<file path="config.mk">
export PLATFORM = sky130hd
export DESIGN_NAME = skid_stage
export DESIGN_NICKNAME = d
export VERILOG_FILES = /design/src/rtl/skid_pkg.sv /design/src/rtl/skid_datapath.sv /design/src/rtl/skid_control.sv /design/src/rtl/skid_stage.sv
export SDC_FILE = /design/constraint.sdc
export NUM_CORES = 1
export LEC_CHECK = 0
export BUFFER_PORTS_ARGS = -buffer_cell sky130_fd_sc_hd__buf_2
export CORE_MARGIN = 3
export CORE_UTILIZATION = 50
export CTS_CLUSTER_DIAMETER = 150
export DETAILED_ROUTE_END_ITERATION = 8
export PLACE_DENSITY = 0.76
export SLEW_MARGIN = 20
export SYNTH_ARGS = -nofsm -noshare
export SYNTH_HDL_FRONTEND = slang
export SYNTH_SLANG_ARGS = --single-unit
</file>
<file path="constraint.sdc">
create_clock -name clk -period 6 [get_ports clk]
set_clock_uncertainty 0.1 [all_clocks]
set_input_delay 1.2 -clock clk [delete_from_list [all_inputs] [get_ports clk]]
set_output_delay 1.2 -clock clk [all_outputs]
set_load 0.1 [all_outputs]
</file>
<file path="src/rtl/skid_pkg.sv">
package skid_pkg;
  localparam int MAX_THREADS = 8;
  localparam int SEL_W = $clog2(MAX_THREADS);

  typedef enum logic [2:0] {
    ST_IDLE    = 3'd0,
    ST_RUN     = 3'd1,
    ST_BLOCKED = 3'd2,
    ST_UNBLOCK = 3'd3,
    ST_SQUASH  = 3'd4
  } thrState_t;

  // Strobes from control to datapath, one bit per thread
  typedef struct packed {
    logic [MAX_THREADS-1:0] push;
    logic [MAX_THREADS-1:0] pop;
    logic [MAX_THREADS-1:0] flush;
    logic [SEL_W-1:0]       sel;
  } skidStrobe_t;
endpackage

</file>
<file path="src/rtl/skid_datapath.sv">
module skid_datapath
  import skid_pkg::*;
#(
  parameter int THREADS = 2,
  parameter int CAP = 4,        // power of two, at least 2
  parameter int DATA_W = 16,
  parameter int SEQ_W = 8,
  localparam int CNT_W = $clog2(CAP) + 1,
  localparam int TID_W = (THREADS > 1) ? $clog2(THREADS) : 1
) (
  input  logic                           clk,
  input  logic                           rstN,
  input  skidStrobe_t                    strobe,
  input  logic [DATA_W-1:0]              inData,
  input  logic [SEQ_W-1:0]               inSeq,
  input  logic [THREADS*SEQ_W-1:0]       squashSeq,
  output logic [THREADS-1:0][CNT_W-1:0]  occ,
  output logic [CNT_W-1:0]               totalOcc,
  output logic [DATA_W-1:0]              outData,
  output logic [SEQ_W-1:0]               outSeq
);
  localparam int PW = $clog2(CAP);

  logic [DATA_W-1:0] headData [THREADS];
  logic [SEQ_W-1:0]  headSeq  [THREADS];
  logic unusedStrobe;
  assign unusedStrobe = ^strobe;

  for (genvar t = 0; t < THREADS; t++) begin : gThread
    logic [DATA_W-1:0] dataMem [CAP];
    logic [SEQ_W-1:0]  seqMem  [CAP];
    logic [PW-1:0]     head, tail, scanIdx;
    logic [CNT_W-1:0]  cnt, flushCnt, popAmt;
    logic              stopScan;
    logic [SEQ_W-1:0]  bound;

    assign bound = squashSeq[t*SEQ_W +: SEQ_W];

    // Count head entries younger than the bound, stop at the first older one
    always_comb begin
      flushCnt = '0;
      stopScan = 1'b0;
      scanIdx  = head;
      for (int i = 0; i < CAP; i++) begin
        scanIdx = head + PW'(i);
        if (!stopScan && (CNT_W'(i) < cnt)) begin
          if (seqMem[scanIdx] > bound) flushCnt = flushCnt + 1'b1;
          else stopScan = 1'b1;
        end
      end
    end

    assign popAmt = strobe.flush[t] ? flushCnt : CNT_W'(strobe.pop[t]);

    always_ff @(posedge clk) begin
      if (!rstN) begin
        head <= '0;
        tail <= '0;
        cnt  <= '0;
      end else begin
        if (strobe.push[t]) tail <= tail + 1'b1;
        head <= head + popAmt[PW-1:0];
        cnt  <= cnt + CNT_W'(strobe.push[t]) - popAmt;
      end
    end

    always_ff @(posedge clk) begin
      if (strobe.push[t]) begin
        dataMem[tail] <= inData;
        seqMem[tail]  <= inSeq;
      end
    end

    assign occ[t]      = cnt;
    assign headData[t] = dataMem[head];
    assign headSeq[t]  = seqMem[head];
  end

  always_comb begin
    totalOcc = '0;
    for (int t = 0; t < THREADS; t++) totalOcc = totalOcc + occ[t];
  end

  assign outData = headData[strobe.sel[TID_W-1:0]];
  assign outSeq  = headSeq[strobe.sel[TID_W-1:0]];
endmodule

</file>
<file path="src/rtl/skid_control.sv">
module skid_control
  import skid_pkg::*;
#(
  parameter int THREADS = 2,
  parameter int CAP = 4,
  parameter int SEQ_W = 8,
  localparam int CNT_W = $clog2(CAP) + 1,
  localparam int TID_W = (THREADS > 1) ? $clog2(THREADS) : 1
) (
  input  logic                          clk,
  input  logic                          rstN,
  input  logic                          inValid,
  input  logic [SEQ_W-1:0]              inSeq,
  input  logic [TID_W-1:0]              inTid,
  input  logic                          inSquashed,
  input  logic                          outReady,
  input  logic                          resFail,
  input  logic [THREADS-1:0]            stallIn,
  input  logic [THREADS-1:0]            squashIn,
  input  logic [THREADS*SEQ_W-1:0]      squashSeq,
  input  logic [THREADS-1:0][CNT_W-1:0] occ,
  input  logic [CNT_W-1:0]              totalOcc,
  output skidStrobe_t                   strobe,
  output logic                          inReady,
  output logic                          outValid,
  output logic [THREADS-1:0]            blockPulse,
  output logic [THREADS-1:0]            unblockPulse,
  output logic [THREADS-1:0][2:0]       stateOut
);
  thrState_t          state  [THREADS];
  thrState_t          nState [THREADS];
  logic [THREADS-1:0] nBp, nUbp, elig, push, pop;
  logic [SEL_W-1:0]   sel;
  logic               anyElig, dropSq, accept, fire;

  assign inReady = totalOcc < CNT_W'(CAP);
  // An arrival younger than its thread's squash bound dies with the squash
  assign dropSq  = squashIn[inTid] && (inSeq > squashSeq[inTid*SEQ_W +: SEQ_W]);
  assign accept  = inValid && inReady && !inSquashed && !dropSq;

  always_comb begin
    for (int t = 0; t < THREADS; t++) begin
      push[t] = accept && (inTid == TID_W'(t));
      elig[t] = !squashIn[t] && !stallIn[t] && (occ[t] != '0) &&
                (state[t] == ST_IDLE || state[t] == ST_RUN || state[t] == ST_UNBLOCK);
    end
  end

  // Lowest-numbered eligible thread owns the output this cycle
  always_comb begin
    sel = '0;
    anyElig = 1'b0;
    for (int t = THREADS - 1; t >= 0; t--) begin
      if (elig[t]) begin
        sel = SEL_W'(t);
        anyElig = 1'b1;
      end
    end
  end

  assign outValid = anyElig && !resFail;
  assign fire     = outValid && outReady;

  always_comb begin
    for (int t = 0; t < THREADS; t++) pop[t] = fire && (sel == SEL_W'(t));
  end

  always_comb begin
    strobe = '0;
    strobe.push[THREADS-1:0]  = push;
    strobe.pop[THREADS-1:0]   = pop;
    strobe.flush[THREADS-1:0] = squashIn;
    strobe.sel = sel;
  end

  always_comb begin
    for (int t = 0; t < THREADS; t++) begin
      nState[t] = state[t];
      nBp[t]    = 1'b0;
      nUbp[t]   = 1'b0;
      if (squashIn[t]) begin
        nState[t] = ST_SQUASH;
      end else if (stallIn[t]) begin
        if (state[t] != ST_BLOCKED) begin
          nState[t] = ST_BLOCKED;
          nBp[t]    = 1'b1;
        end
      end else begin
        case (state[t])
          ST_BLOCKED: begin
            if (occ[t] == '0) begin
              nState[t] = ST_RUN;
              nUbp[t]   = 1'b1;
            end else begin
              nState[t] = ST_UNBLOCK;
            end
          end
          ST_SQUASH: nState[t] = (occ[t] != '0) ? ST_UNBLOCK : ST_RUN;
          default: begin
            if ((occ[t] - CNT_W'(pop[t])) != '0) begin
              nState[t] = ST_BLOCKED;
            end else if (state[t] == ST_UNBLOCK) begin
              nState[t] = ST_RUN;
              nUbp[t]   = 1'b1;
            end
          end
        endcase
      end
    end
  end

  always_ff @(posedge clk) begin
    for (int t = 0; t < THREADS; t++) begin
      if (!rstN) begin
        state[t]        <= ST_IDLE;
        blockPulse[t]   <= 1'b0;
        unblockPulse[t] <= 1'b0;
      end else begin
        state[t]        <= nState[t];
        blockPulse[t]   <= nBp[t];
        unblockPulse[t] <= nUbp[t];
      end
    end
  end

  always_comb begin
    for (int t = 0; t < THREADS; t++) stateOut[t] = state[t];
  end
endmodule

</file>
<file path="src/rtl/skid_stage.sv">
module skid_stage
  import skid_pkg::*;
#(
  parameter int THREADS = 2,
  parameter int CAP = 4,
  parameter int DATA_W = 16,
  parameter int SEQ_W = 8,
  localparam int TID_W = (THREADS > 1) ? $clog2(THREADS) : 1,
  localparam int CNT_W = $clog2(CAP) + 1
) (
  input  logic                     clk,
  input  logic                     rstN,
  input  logic                     inValid,
  output logic                     inReady,
  input  logic [DATA_W-1:0]        inData,
  input  logic [SEQ_W-1:0]         inSeq,
  input  logic [TID_W-1:0]         inTid,
  input  logic                     inSquashed,
  output logic                     outValid,
  input  logic                     outReady,
  output logic [DATA_W-1:0]        outData,
  output logic [SEQ_W-1:0]         outSeq,
  output logic [TID_W-1:0]         outTid,
  input  logic                     resFail,
  input  logic [THREADS-1:0]       stallIn,
  input  logic [THREADS-1:0]       squashIn,
  input  logic [THREADS*SEQ_W-1:0] squashSeq,
  output logic [THREADS-1:0]       blockPulse,
  output logic [THREADS-1:0]       unblockPulse,
  output logic [THREADS*3-1:0]     threadState
);
  skidStrobe_t                   strobe;
  logic [THREADS-1:0][CNT_W-1:0] occ;
  logic [CNT_W-1:0]              totalOcc;
  logic [THREADS-1:0][2:0]       stateOut;

  skid_control #(.THREADS(THREADS), .CAP(CAP), .SEQ_W(SEQ_W)) uCtrl (
    .clk(clk), .rstN(rstN), .inValid(inValid), .inSeq(inSeq), .inTid(inTid),
    .inSquashed(inSquashed), .outReady(outReady), .resFail(resFail),
    .stallIn(stallIn), .squashIn(squashIn), .squashSeq(squashSeq),
    .occ(occ), .totalOcc(totalOcc), .strobe(strobe), .inReady(inReady),
    .outValid(outValid), .blockPulse(blockPulse), .unblockPulse(unblockPulse),
    .stateOut(stateOut)
  );

  skid_datapath #(.THREADS(THREADS), .CAP(CAP), .DATA_W(DATA_W), .SEQ_W(SEQ_W)) uData (
    .clk(clk), .rstN(rstN), .strobe(strobe), .inData(inData), .inSeq(inSeq),
    .squashSeq(squashSeq), .occ(occ), .totalOcc(totalOcc),
    .outData(outData), .outSeq(outSeq)
  );

  assign outTid      = strobe.sel[TID_W-1:0];
  assign threadState = stateOut;
endmodule

</file>
==> impl_metrics.json <==
{
  "worst_r2r_endpoint": "uData.gThread[1].cnt[2]$_SDFF_PN0_",
  "crit_end": "uData.gThread[1].cnt[2]$_SDFF_PN0_",
  "fmax_mhz": 181,
  "core_area_um2": 23100,
  "grt_pass1_wl_mm": 41.1,
  "yosys_warnings": 0,
  "cp.required_ps": 6280,
  "cts-root-buf": "clkbuf_16",
  "async_reset_ff_share_pct": 0,
  "via_per_inst": 5.98,
  "cp_common_cell": "ha_1",
  "period_minus_slack_ps": 5530,
  "r2r_slack_ps": 470,
  "fin_crit_sh_pct": 92.1,
  "clk_latency_ps": 520,
  "first_pass_iters": 5,
  "antenna_found_initial": 0,
  "fin_setup_tns_ps": 0,
  "layoutNonFillerInstCount": 1223,
  "h-tree-depth": 1,
  "drc": 0,
  "finalInstanceArea_um2": 13600,
  "vias": 7318,
  "p_sw_share_pct": 36.7,
  "fin_nets": 1043,
  "drive_gt1_share_pct": 31.3,
  "critical_path_class": "flip-flop to flip-flop",
  "startpoint_type": "flip-flop",
  "power_density_nw_per_um2": 382,
  "min_path_type": "flip-flop to flip-flop",
  "syn2layout_area_growth_pct": 14.2,
  "pwr-share-clk_pct": 28.3,
  "r2r_cells": 19,
  "p_comb_share_pct": 37.6,
  "ys_seq_elements": 216,
  "crit_path_top_delay_cell": "dfxtp_2",
  "die_width_um": 161,
  "path_cells": "mux4_2, ha_1, nand4_2, or2_1, a22oi_1, nor2_1, ha_1, o21ai_0, nor2_1, ha_1, mux2_4, ha_1, nand2b_1, o211ai_1, ha_1, fa_1, xnor2_1, and4_1, nor3_1",
  "start_util_pct": 51.8,
  "cp-startpoint": "uData.gThread[1].head[0]$_SDFF_PN0_",
  "synth_edf_count": 192,
  "ys.flop_type": "edfxtp_1",
  "clockBufferDepth": 3,
  "status": "finished clean",
  "place_congestion": 0.844,
  "final_cell_mix": "edfxtp_1 (192), ha_1 (97), mux4_2 (88), buf_2 (87), inv_1 (43)",
  "grt_max_degree": 40,
  "worst_pin_slew_ps": 605,
  "num_rows": 55,
  "slew_violations": 0,
  "portBuffers": 87,
  "nFillCells": 1722,
  "syn-instance-count": 788,
  "routed_wl_mm": 25.8,
  "netSwitchingPower_uw": 1910,
  "globalRouteTotalUtil_pct": 20.2,
  "final-hold-violation-count": 0,
  "synth.avg_cell_area_um2": 15.2,
  "postCtsSetupRepairBufs": 0,
  "yosysSeqAreaShare_pct": 52.3,
  "die_y_um": 161,
  "grt_pass1_vias": 7385,
  "io_pins": 88,
  "clkSlewWorstSetupHoldPaths_ps": 60,
  "cts_hold_buf": 0,
  "crit_fanout": 18,
  "arrival_ps": 5810,
  "cts_sinks": 216,
  "placed_area_um2": 12800,
  "grt-ovfl-total": 0,
  "p_leak_uw": 0.00497,
  "pwr-share-seq_pct": 34.0,
  "postCtsResizedCells": 0,
  "ant_nets": 0,
  "syn_nets": 938,
  "first_iter_violations": 533,
  "die_area_um2": 25800,
  "path_buf_inv": 0,
  "rsz0062_at_grt": "no",
  "diodes": 0,
  "cpLargestDelayFamily": "adder cells",
  "cpPeakStageDelay_ps": 660,
  "setup_viol": 0,
  "cp-end-kind": "flip-flop",
  "final_common_cell": "edfxtp_1",
  "maxSlewHeadroom_pct": 59.4,
  "numCtsBuffers": 23,
  "r2r-start": "uData.gThread[1].head[0]$_SDFF_PN0_",
  "p_int_uw": 3300,
  "dpl.hpwl_mm": 18.0,
  "peakVddDrop_uv": 264,
  "cap_viol_max_count": 0,
  "worstHoldPathCells": 1,
  "wl_per_cell_um": 21.1,
  "synthDistinctLibCells": 66,
  "synthesis.area_um2": 11900,
  "place_inst": 1181,
  "cts_tree": "yes",
  "path_depth": 19
}
## area by class of cell
type	instances	area (um^2)	area share (%)
clock buffers	23	576	4.22
clock inverters	19	231	1.70
inverters	43	161	1.18
multi-input cells	500	5410	39.6
flip-flops and latches	216	6250	45.8
well taps	313	392	2.87
repair buffers	109	626	4.59
## state kept, by name (all words and copies together), names as in the netlist
register,flops
uData.gThread.tail,4
uData.gThread.head,4
uData.gThread.dataMem,128
uCtrl.state,6
uData.gThread.seqMem,64
uCtrl.blockPulse,2
uCtrl.unblockPulse,2
uData.gThread.cnt,6
## synth_stat cells, types with 19 or more instances
| master | n | area share [%] |
|---|---|---|
| inv_1 | 43 | 1.4 |
| a21oi_1 | 40 | 1.7 |
| dfxtp_1 | 24 | 4.0 |
| o21ai_0 | 19 | 0.80 |
| mux4_2 | 88 | 17 |
| mux2i_1 | 21 | 1.8 |
| edfxtp_1 | 192 | 48 |
| nand2_1 | 22 | 0.69 |
| ha_1 | 97 | 10 |
| mux2_2 | 28 | 2.6 |
| nor2_1 | 29 | 0.91 |
## routing by layer
metal  up-vias  routed length, um  GRT usage, %
met5         -                  0             0
met4         0                510          5.52
met3        39               1450          2.58
met2       226              12500          32.7
met1      3677              11400          29.1
li1       3376                  -             -
## logic make-up after synthesis
group / Yosys count / synth area share (%)
AND/OR/NAND/NOR: 146 / 7.19
adder cells (fa/ha/maj): 99 / 10.5
AO/OA/AOI/OAI: 100 / 5.16
buffers and inverters: 72 / 2.48
XOR/XNOR: 17 / 1.25
flip-flops: 216 / 52.3
multiplexers: 138 / 21.1
## stage by stage
stage	utilization, %	hold WS, ps	power, uW	setup WS (ps)
after floorplan	-	408	3350	350
after global placement	55.7	432	3730	399
after detailed placement	55.7	439	3760	350
after CTS	59.2	453	5250	466
after global routing	59.2	489	5470	130
final	59.2	458	5210	473
## power groups by stage
| stage | combinational (uW) | sequential, uW | clock (uW) |
|---|---|---|---|
| after floorplan | 1570 | 1790 | 0 |
| after global placement | 1930 | 1800 | 0 |
| after detailed placement | 1960 | 1800 | 0 |
| after CTS | 1970 | 1770 | 1510 |
| after global routing | 2120 | 1780 | 1570 |
| final | 1960 | 1770 | 1480 |
## how the worst min path moves through the flow
| stage | start | to |
|---|---|---|
| floorplan | uData.gThread[0].tail[1]$_SDFFE_PN0P_ | uData.gThread[0].tail[1]$_SDFFE_PN0P_ |
| global placement | uCtrl.state[1][0]$_SDFFE_PP0P_ | uCtrl.state[1][0]$_SDFFE_PP0P_ |
| detailed placement | uCtrl.state[1][0]$_SDFFE_PP0P_ | uCtrl.state[1][0]$_SDFFE_PP0P_ |
| CTS | uCtrl.state[1][0]$_SDFFE_PP0P_ | uCtrl.state[1][0]$_SDFFE_PP0P_ |
| global route | uCtrl.state[1][0]$_SDFFE_PP0P_ | uCtrl.state[1][0]$_SDFFE_PP0P_ |
| finish | uCtrl.state[1][0]$_SDFFE_PP0P_ | uCtrl.state[1][0]$_SDFFE_PP0P_ |
Power figures use the tool's default switching activity.
